$ cat src/rtl/pdh_pkg.sv
// Package: shared types for the power-down hold unit.
// Assumes: nothing beyond a single clock domain.
package pdh_pkg;

    // Hold state of the unit
    typedef enum logic {
        PDH_RUN    = 1'b0,
        PDH_FROZEN = 1'b1
    } pdh_state_e;

endpackage

$ cat src/rtl/pdh_request_detect.sv
// Module: pdh_request_detect
// Combines the enable and the two request pins into an active flag, and keeps
// the hold state that lags that flag by one cycle.
// Assumes: the request pins are already synchronous to clk.
module pdh_request_detect
    import pdh_pkg::*;
(
    input  logic clk,
    input  logic rst_n,
    input  logic cfg_en,
    input  logic req_a,
    input  logic req_b,
    output logic pd_now,
    output logic held,
    output logic capture
);

    pdh_state_e state_q;

    // Power-down is requested now
    always_comb pd_now = cfg_en & (req_a | req_b);

    // Hold state follows the request one cycle later
    always_ff @(posedge clk) begin
        if (!rst_n)      state_q <= PDH_RUN;
        else if (pd_now) state_q <= PDH_FROZEN;
        else             state_q <= PDH_RUN;
    end

    // Expose the state and the first-seen pulse
    always_comb begin
        held    = (state_q == PDH_FROZEN);
        capture = pd_now & ~held;
    end

endmodule

$ cat src/rtl/pdh_pin_keeper.sv
// Module: pdh_pin_keeper
// Per-pin keeper: a driven pin passes through; an undriven pin shows the
// level it had at the last clock edge at which it was driven.
// Assumes: pin_drv marks each pin that is actively driven.
module pdh_pin_keeper #(
    parameter int W = 8
) (
    input  logic         clk,
    input  logic         rst_n,
    input  logic [W-1:0] pin_in,
    input  logic [W-1:0] pin_drv,
    output logic [W-1:0] kept
);

    for (genvar i = 0; i < W; i++) begin : g_keep
        logic level_q;

        // Remember the last driven level of this pin
        always_ff @(posedge clk) begin
            if (!rst_n)          level_q <= 1'b0;
            else if (pin_drv[i]) level_q <= pin_in[i];
        end

        // Pass the live level while driven, the kept level otherwise
        always_comb kept[i] = pin_drv[i] ? pin_in[i] : level_q;
    end

endmodule

$ cat src/rtl/pdh_snapshot.sv
// Module: pdh_snapshot
// Snapshot register with a bypass mux: it captures the live vector on the
// capture pulse and shows the stored copy while the hold is set.
// Assumes: capture and hold come from pdh_request_detect.
module pdh_snapshot #(
    parameter int W = 8
) (
    input  logic         clk,
    input  logic         rst_n,
    input  logic         capture,
    input  logic         hold,
    input  logic [W-1:0] live,
    output logic [W-1:0] shown
);

    logic [W-1:0] snap_q;

    // Take the copy in the cycle in which power-down is first seen
    always_ff @(posedge clk) begin
        if (!rst_n)       snap_q <= '0;
        else if (capture) snap_q <= live;
    end

    // Show the frozen copy during the hold
    always_comb shown = hold ? snap_q : live;

endmodule

$ cat src/rtl/pd_hold_unit.sv
// Module: pd_hold_unit (top)
// Freezes the I/O state of a logic array while pin-controlled power-down is
// active: output data, output enables and array inputs are held, and the
// array is told to stop its registers.
// Assumes: every input is synchronous to clk; the array honours array_freeze
// as a clock enable for its internal state.
module pd_hold_unit #(
    parameter int N_IN  = 8,
    parameter int N_OUT = 8
) (
    input  logic             clk,
    input  logic             rst_n,
    input  logic             cfg_pd_en,
    input  logic             pd_req_a,
    input  logic             pd_req_b,
    input  logic [N_IN-1:0]  pin_in,
    input  logic [N_IN-1:0]  pin_drv,
    input  logic [N_OUT-1:0] core_out,
    input  logic [N_OUT-1:0] core_oe,
    output logic [N_IN-1:0]  array_in,
    output logic             array_pd_a,
    output logic             array_pd_b,
    output logic             array_freeze,
    output logic [N_OUT-1:0] pad_out,
    output logic [N_OUT-1:0] pad_oe
);

    localparam int OUT_W = 2 * N_OUT;

    logic            pd_now;
    logic            held;
    logic            capture;
    logic [N_IN-1:0] kept;
    logic [OUT_W-1:0] out_shown;

    pdh_request_detect u_detect (
        .clk     (clk),
        .rst_n   (rst_n),
        .cfg_en  (cfg_pd_en),
        .req_a   (pd_req_a),
        .req_b   (pd_req_b),
        .pd_now  (pd_now),
        .held    (held),
        .capture (capture)
    );

    pdh_pin_keeper #(.W(N_IN)) u_keeper (
        .clk     (clk),
        .rst_n   (rst_n),
        .pin_in  (pin_in),
        .pin_drv (pin_drv),
        .kept    (kept)
    );

    pdh_snapshot #(.W(N_IN)) u_in_snap (
        .clk     (clk),
        .rst_n   (rst_n),
        .capture (capture),
        .hold    (held),
        .live    (kept),
        .shown   (array_in)
    );

    pdh_snapshot #(.W(OUT_W)) u_out_snap (
        .clk     (clk),
        .rst_n   (rst_n),
        .capture (capture),
        .hold    (held),
        .live    ({core_oe, core_out}),
        .shown   (out_shown)
    );

    // Split the held output vector and gate the request pins
    always_comb begin
        pad_out      = out_shown[N_OUT-1:0];
        pad_oe       = out_shown[OUT_W-1:N_OUT];
        array_freeze = pd_now;
        array_pd_a   = pd_req_a & ~cfg_pd_en;
        array_pd_b   = pd_req_b & ~cfg_pd_en;
    end

endmodule

$ cat config.mk
export PLATFORM = sky130hd
export DESIGN_NAME = pd_hold_unit
export DESIGN_NICKNAME = d
export VERILOG_FILES = /design/src/rtl/pdh_pkg.sv /design/src/rtl/pdh_request_detect.sv /design/src/rtl/pdh_pin_keeper.sv /design/src/rtl/pdh_snapshot.sv /design/src/rtl/pd_hold_unit.sv
export SDC_FILE = /design/constraint.sdc
export NUM_CORES = 1
export LEC_CHECK = 0
export BUFFER_PORTS_ARGS = -buffer_cell sky130_fd_sc_hd__buf_2
export CAP_MARGIN = 15
export CORE_MARGIN = 2
export CORE_UTILIZATION = 43
export DETAILED_ROUTE_END_ITERATION = 8
export PLACE_DENSITY = 0.8
export SLEW_MARGIN = 5
export SYNTH_ARGS = -nofsm -noshare
export SYNTH_HDL_FRONTEND = slang
export SYNTH_SLANG_ARGS = --single-unit
export TNS_END_PERCENT = 20
$ cat constraint.sdc
create_clock -name clk -period 0.9 [get_ports clk]
set_input_delay 0.045 -clock clk [delete_from_list [all_inputs] [get_ports clk]]
set_output_delay 0.045 -clock clk [all_outputs]
set_load 0.01 [all_outputs]
==> impl_metrics.json, run 1 <==
{
  "leakagePower_nw": 1.16,
  "drive_gt1_share_pct": 50.6,
  "fp.dieArea_mm2": 0.00420,
  "place_hpwl_um": 2130,
  "core_mm2": 0.00361,
  "viasPerCell": 4.69,
  "worstPathArrival_ps": 1300,
  "setup_tns_ps": -18510,
  "peakVddDrop_mv": 0.986,
  "drt_pass1_iterations": 4,
  "initial_utilization_pct": 44.1,
  "powerDensity_mw_per_mm2": 1490,
  "crit_type": "flop to output port",
  "syn_area_per_cell_um2": 9.89,
  "grt_usage_pct": 16.5,
  "grt_pass1_vias": 1254,
  "h-tree-depth": 2,
  "grt_antenna_before_repair": 0,
  "hp-class": "primary input to flop",
  "synth_seq_cells": 33,
  "ys_warn_count": 0,
  "worst_pin_slew_ps": 196,
  "ys_types": 14,
  "setup_viol": 48,
  "dp.cells": 270,
  "seq_area_frac_synth_pct": 41.5,
  "first_iter_violations": 39,
  "path_max_fanout": 5,
  "area_growth_pct": 49.2,
  "synthCells": 161,
  "min_period_over_period_pct": 149,
  "critPathRequiredTime_ps": 850,
  "power.total_mw": 3.53,
  "cts.sinks": 33,
  "status": "finished with violations",
  "max_freq_ghz": 0.745,
  "min_period_ps": 1340,
  "violations": "setup timing",
  "slew_headroom_pct": 86.9,
  "maxSlewViolCount": 0,
  "std_cell_rows": 22,
  "rsz0062_at_grt": "true",
  "cap_violations": 0,
  "routedWlPerCell_um": 12.2,
  "final_cells": 281,
  "die_w_um": 64.8,
  "mostFrequentLayoutCells": "nand2_1, buf_2, dfxtp_1",
  "critPathCaptureType": "output port",
  "cts-root-buf": "clkbuf_8",
  "grt_max_degree": 50,
  "synth_area_mm2": 0.00159,
  "drc_errors": 0,
  "cp-start-kind": "flop",
  "wirelength_um": 3420,
  "worst_clock_skew_ps": 4.32,
  "die_h_um": 64.8,
  "grt_pass1_wl_um": 5320,
  "cts_tree": "built",
  "detailroute.via_count": 1317,
  "clkLatencyLatePin_ps": 280,
  "port_buffers": 63,
  "finalHoldViolCount": 0,
  "antenna_left": 0,
  "diodes": 0,
  "synth_nets": 198,
  "fin_nets": 269,
  "path_clk_slew_ps": 70,
  "gp_congestion": 0.692,
  "utilization_pct": 65.9,
  "layout.cells.most_common": "nand2_1",
  "cts_buffers": 5,
  "pin_count": 64,
  "cts_buffer_depth": 2,
  "finalWorstSetupSlack_ps": -442,
  "overflow": 0
}
==> cell type report <==
cell class	instances	area [µm²]
fillers	278	1230
multi-input cells	109	900
flip-flops and latches	33	664
repair buffers	75	634
clock buffers	5	68.8
well taps	48	60.1
inverters	8	30.0
clock inverters	3	17.5
==> per-layer routing <==
metal | GRT usage, % | share of wire, % | up-vias
li1 | - | - | 666
met1 | 20.0 | 41 | 605
met2 | 27.6 | 52 | 39
met3 | 3.65 | 5.4 | 7
met4 | 7.98 | 1.7 | 0
met5 | 0 | 0 | -
==> state kept, by name, indices dropped and copies added (netlist names) <==
register,flops
u_out_snap.snap_q,16
u_in_snap.snap_q,8
u_keeper.g_keep.level_q,8
u_detect.held,1
==> synthesized netlist by cell type <==
| master | number | share of area [%] |
|---|---|---|
| and2_1 | 1 | 0.39 |
| buf_2 | 4 | 1.3 |
| buf_4 | 1 | 0.47 |
| buf_6 | 1 | 0.71 |
| buf_8 | 2 | 1.9 |
| clkbuf_1 | 3 | 0.71 |
| dfxtp_1 | 33 | 42 |
| inv_1 | 8 | 1.9 |
| mux2_2 | 32 | 23 |
| mux2i_1 | 24 | 15 |
| nand2_1 | 48 | 11 |
| nor2b_1 | 2 | 0.79 |
| nor2b_4 | 1 | 0.86 |
| o21a_1 | 1 | 0.47 |
==> report_power, final <==
part	leakage (nW)	internal (mW)	total, mW	switching (mW)
clock network	0.0439	0.533	1.08	0.544
logic	0.847	0.527	0.860	0.334
registers	0.272	1.55	1.59	0.0457
total	1.16	2.61	3.53	0.923
==> worst paths after layout <==
check	start	end	slack, ps	depth (start not counted)
worst min register to register	u_out_snap.snap_q[13]	u_out_snap.snap_q[13]	460	2
worst max-delay path	u_detect.held	pad_oe[0]	-440	3
worst max register to register	u_detect.held	u_out_snap.snap_q[10]	-370	5
worst min-delay path	core_out[6]	u_out_snap.snap_q[6]	10	3
==> critical path, stage by stage, from the launching register on <==
cell and delay, ps:
dfxtp_4 420, buf_6 130, mux2_2 340, buf_6 120
==> cells by family after synthesis <==
kind of cell / after synthesis / share of synthesized area, %
and+or+nand+nor: 52 / 13.4
muxes: 56 / 37.7
DFF: 33 / 41.5
buffers and inverters: 19 / 6.92
AOI/OAI and AO/OA: 1 / 0.472
==> stage by stage <==
step | instance area [µm²] | hold slack, ps | setup slack [ps]
final | 2370 | 9.94 | -442
after global routing | 2370 | 11.4 | -500
after CTS | 2210 | 7.10 | -442
after detailed placement | 1990 | 312 | -217
after global placement | 1990 | 305 | -184
after floorplan | 1600 | 136 | -115
==> timing repair <==
item,CTS,global route
gates resized for setup,24,31
setup endpoints to repair,48,48
cloned,1,1
hold endpoints to repair,0,0
hold buffers,0,0
setup buffers,1,0
No activity file was read; power rests on OpenSTA's default activity.
==> inputs of run 2 (changes only) <==
Settings changed: CORE_ASPECT_RATIO from default to 1.25.
==> impl_metrics.json, run 2 (synthesis results as in run 1) <==
{
  "setup_viol": 49,
  "whs_ps": 15.0,
  "max_freq_ghz": 0.758,
  "port_buffers": 63,
  "crit_type": "flop to output port",
  "worstHoldStart": "core_out[0]",
  "finalHoldViolCount": 0,
  "core_mm2": 0.00351,
  "cts_tree": "built",
  "gp_congestion": 0.711,
  "cap_violations": 0,
  "grt_pass1_wl_um": 5220,
  "critPathRequiredTime_ps": 850,
  "pre_cts_ws_ps": -225,
  "grt_max_degree": 50,
  "min_period_ps": 1320,
  "place_hpwl_um": 2160,
  "leakagePower_nw": 1.19,
  "top_register": "u_out_snap.snap_q",
  "final_cells": 270,
  "grt_usage_pct": 16.1,
  "reg2reg_slack_ps": -390,
  "finalWorstSetupSlack_ps": -419,
  "crit_cells": 3,
  "slew_headroom_pct": 86.8,
  "max_stage_delay_ps": 400,
  "cp_top_family": "flip-flops",
  "powerDensity_mw_per_mm2": 1610,
  "initial_utilization_pct": 45.3,
  "min_path_cells": 3,
  "mostFrequentLayoutCells": "nand2_1, buf_2, dfxtp_1",
  "reg2reg_depth": 5,
  "cts-root-buf": "clkbuf_8",
  "antenna_left": 0,
  "grt_pass1_vias": 1286,
  "critPathCaptureType": "output port",
  "path_buf_inv": 2,
  "path_max_fanout": 6,
  "rsz0062_at_grt": "true",
  "worstReg2RegStart": "u_detect.held",
  "drive_gt1_share_pct": 50.2,
  "cts_buffers": 5,
  "std_cell_rows": 24,
  "r2r_end": "u_out_snap.snap_q[8]",
  "power.total_mw": 3.88,
  "cts.sinks": 33,
  "first_iter_violations": 26,
  "die_w_um": 58.4,
  "detailroute.via_count": 1320,
  "path_cells": "buf_6 -> mux2_4 -> buf_6",
  "area_growth_pct": 51.0,
  "grt_antenna_before_repair": 0,
  "violations": "setup timing",
  "dp.cells": 260,
  "largest_reg_flops": 16,
  "drt_pass1_iterations": 4,
  "min_period_over_period_pct": 147,
  "cts_buffer_depth": 2,
  "die_h_um": 72.0,
  "final_cell_area_mm2": 0.00240,
  "fp.dieArea_mm2": 0.00421,
  "worst_clock_skew_ps": 7.83,
  "status": "finished with violations",
  "cpMaxStageDelayCell": "dfxtp_4",
  "worstPathArrival_ps": 1270,
  "largestRegisters": "u_out_snap.snap_q: 16 flops, u_in_snap.snap_q: 8 flops, u_keeper.g_keep.level_q: 8 flops",
  "overflow": 0,
  "hp-class": "primary input to flop",
  "fin_nets": 267,
  "layout.cells.most_common": "nand2_1",
  "placed_area_mm2": 0.00199,
  "wirelength_um": 3470,
  "h-tree-depth": 2,
  "routedWlPerCell_um": 12.9,
  "maxSlewViolCount": 0,
  "hold_end": "u_out_snap.snap_q[0]",
  "peakVddDrop_mv": 1.40,
  "diodes": 0,
  "cpMostUsedCell": "buf_6",
  "path_clk_slew_ps": 70,
  "cp-start-kind": "flop",
  "worst_pin_slew_ps": 197,
  "viasPerCell": 4.89,
  "clkLatencyLatePin_ps": 280,
  "pin_count": 64,
  "drc_errors": 0
}
==> run 2: tightest hold or removal path: cells and delay by family <==
kind	cells	cell delay, ps
mux	1	50
buf+inv	1	100
simple gates	1	50
==> run 2: through the flow <==
stage | TNS (ps) | utilization [%]
2_1_floorplan | -4200 | -
3_3_place_gp | -7460 | 56.5
3_5_place_dp | -8980 | 56.5
4_1_cts | -14820 | 64.5
5_1_grt | -20160 | 68.4
6_report | -17890 | 68.4
==> run 2: power by group <==
group / leakage [nW] / switching [mW] / internal [mW] / total, mW
Combinational: 0.856 / 0.337 / 0.536 / 0.873
Clock: 0.0585 / 0.510 / 0.902 / 1.41
Sequential: 0.272 / 0.0475 / 1.55 / 1.60
==> run 2: final cells by class <==
class / instances / area (µm²)
Fill cell: 276 / 1110
Multi-Input combinational cell: 109 / 921
Sequential cell: 33 / 664
Timing Repair Buffer: 73 / 623
Clock buffer: 7 / 86.3
Tap cell: 39 / 48.8
Clock inverter: 1 / 30.0
Inverter: 8 / 30.0
==> run 2: worst max-delay path by stage <==
stage                             start                   end  slack [ps]
after global routing      u_detect.held           array_in[4]        -460
after detailed placement  u_detect.held  u_out_snap.snap_q[2]        -230
after global placement    u_detect.held           array_in[4]        -180
after CTS                 u_detect.held             pad_oe[1]        -440
after floorplan           u_detect.held   u_in_snap.snap_q[0]        -110
final                     u_detect.held           array_in[4]        -420
==> run 2: routing by layer <==
layer,wire length [µm],vias up,global-route usage [%]
met2,1800,43,29.3
met3,183,7,3.21
li1,-,664,-
met4,63,0,7.75
met5,0,-,0
met1,1430,606,17.2
==> run 2: what timing repair did <==
action	CTS	global route
setup endpoints to repair	49	49
cloned	0	1
buffers inserted	0	1
hold buffers	0	0
resized for setup	33	24
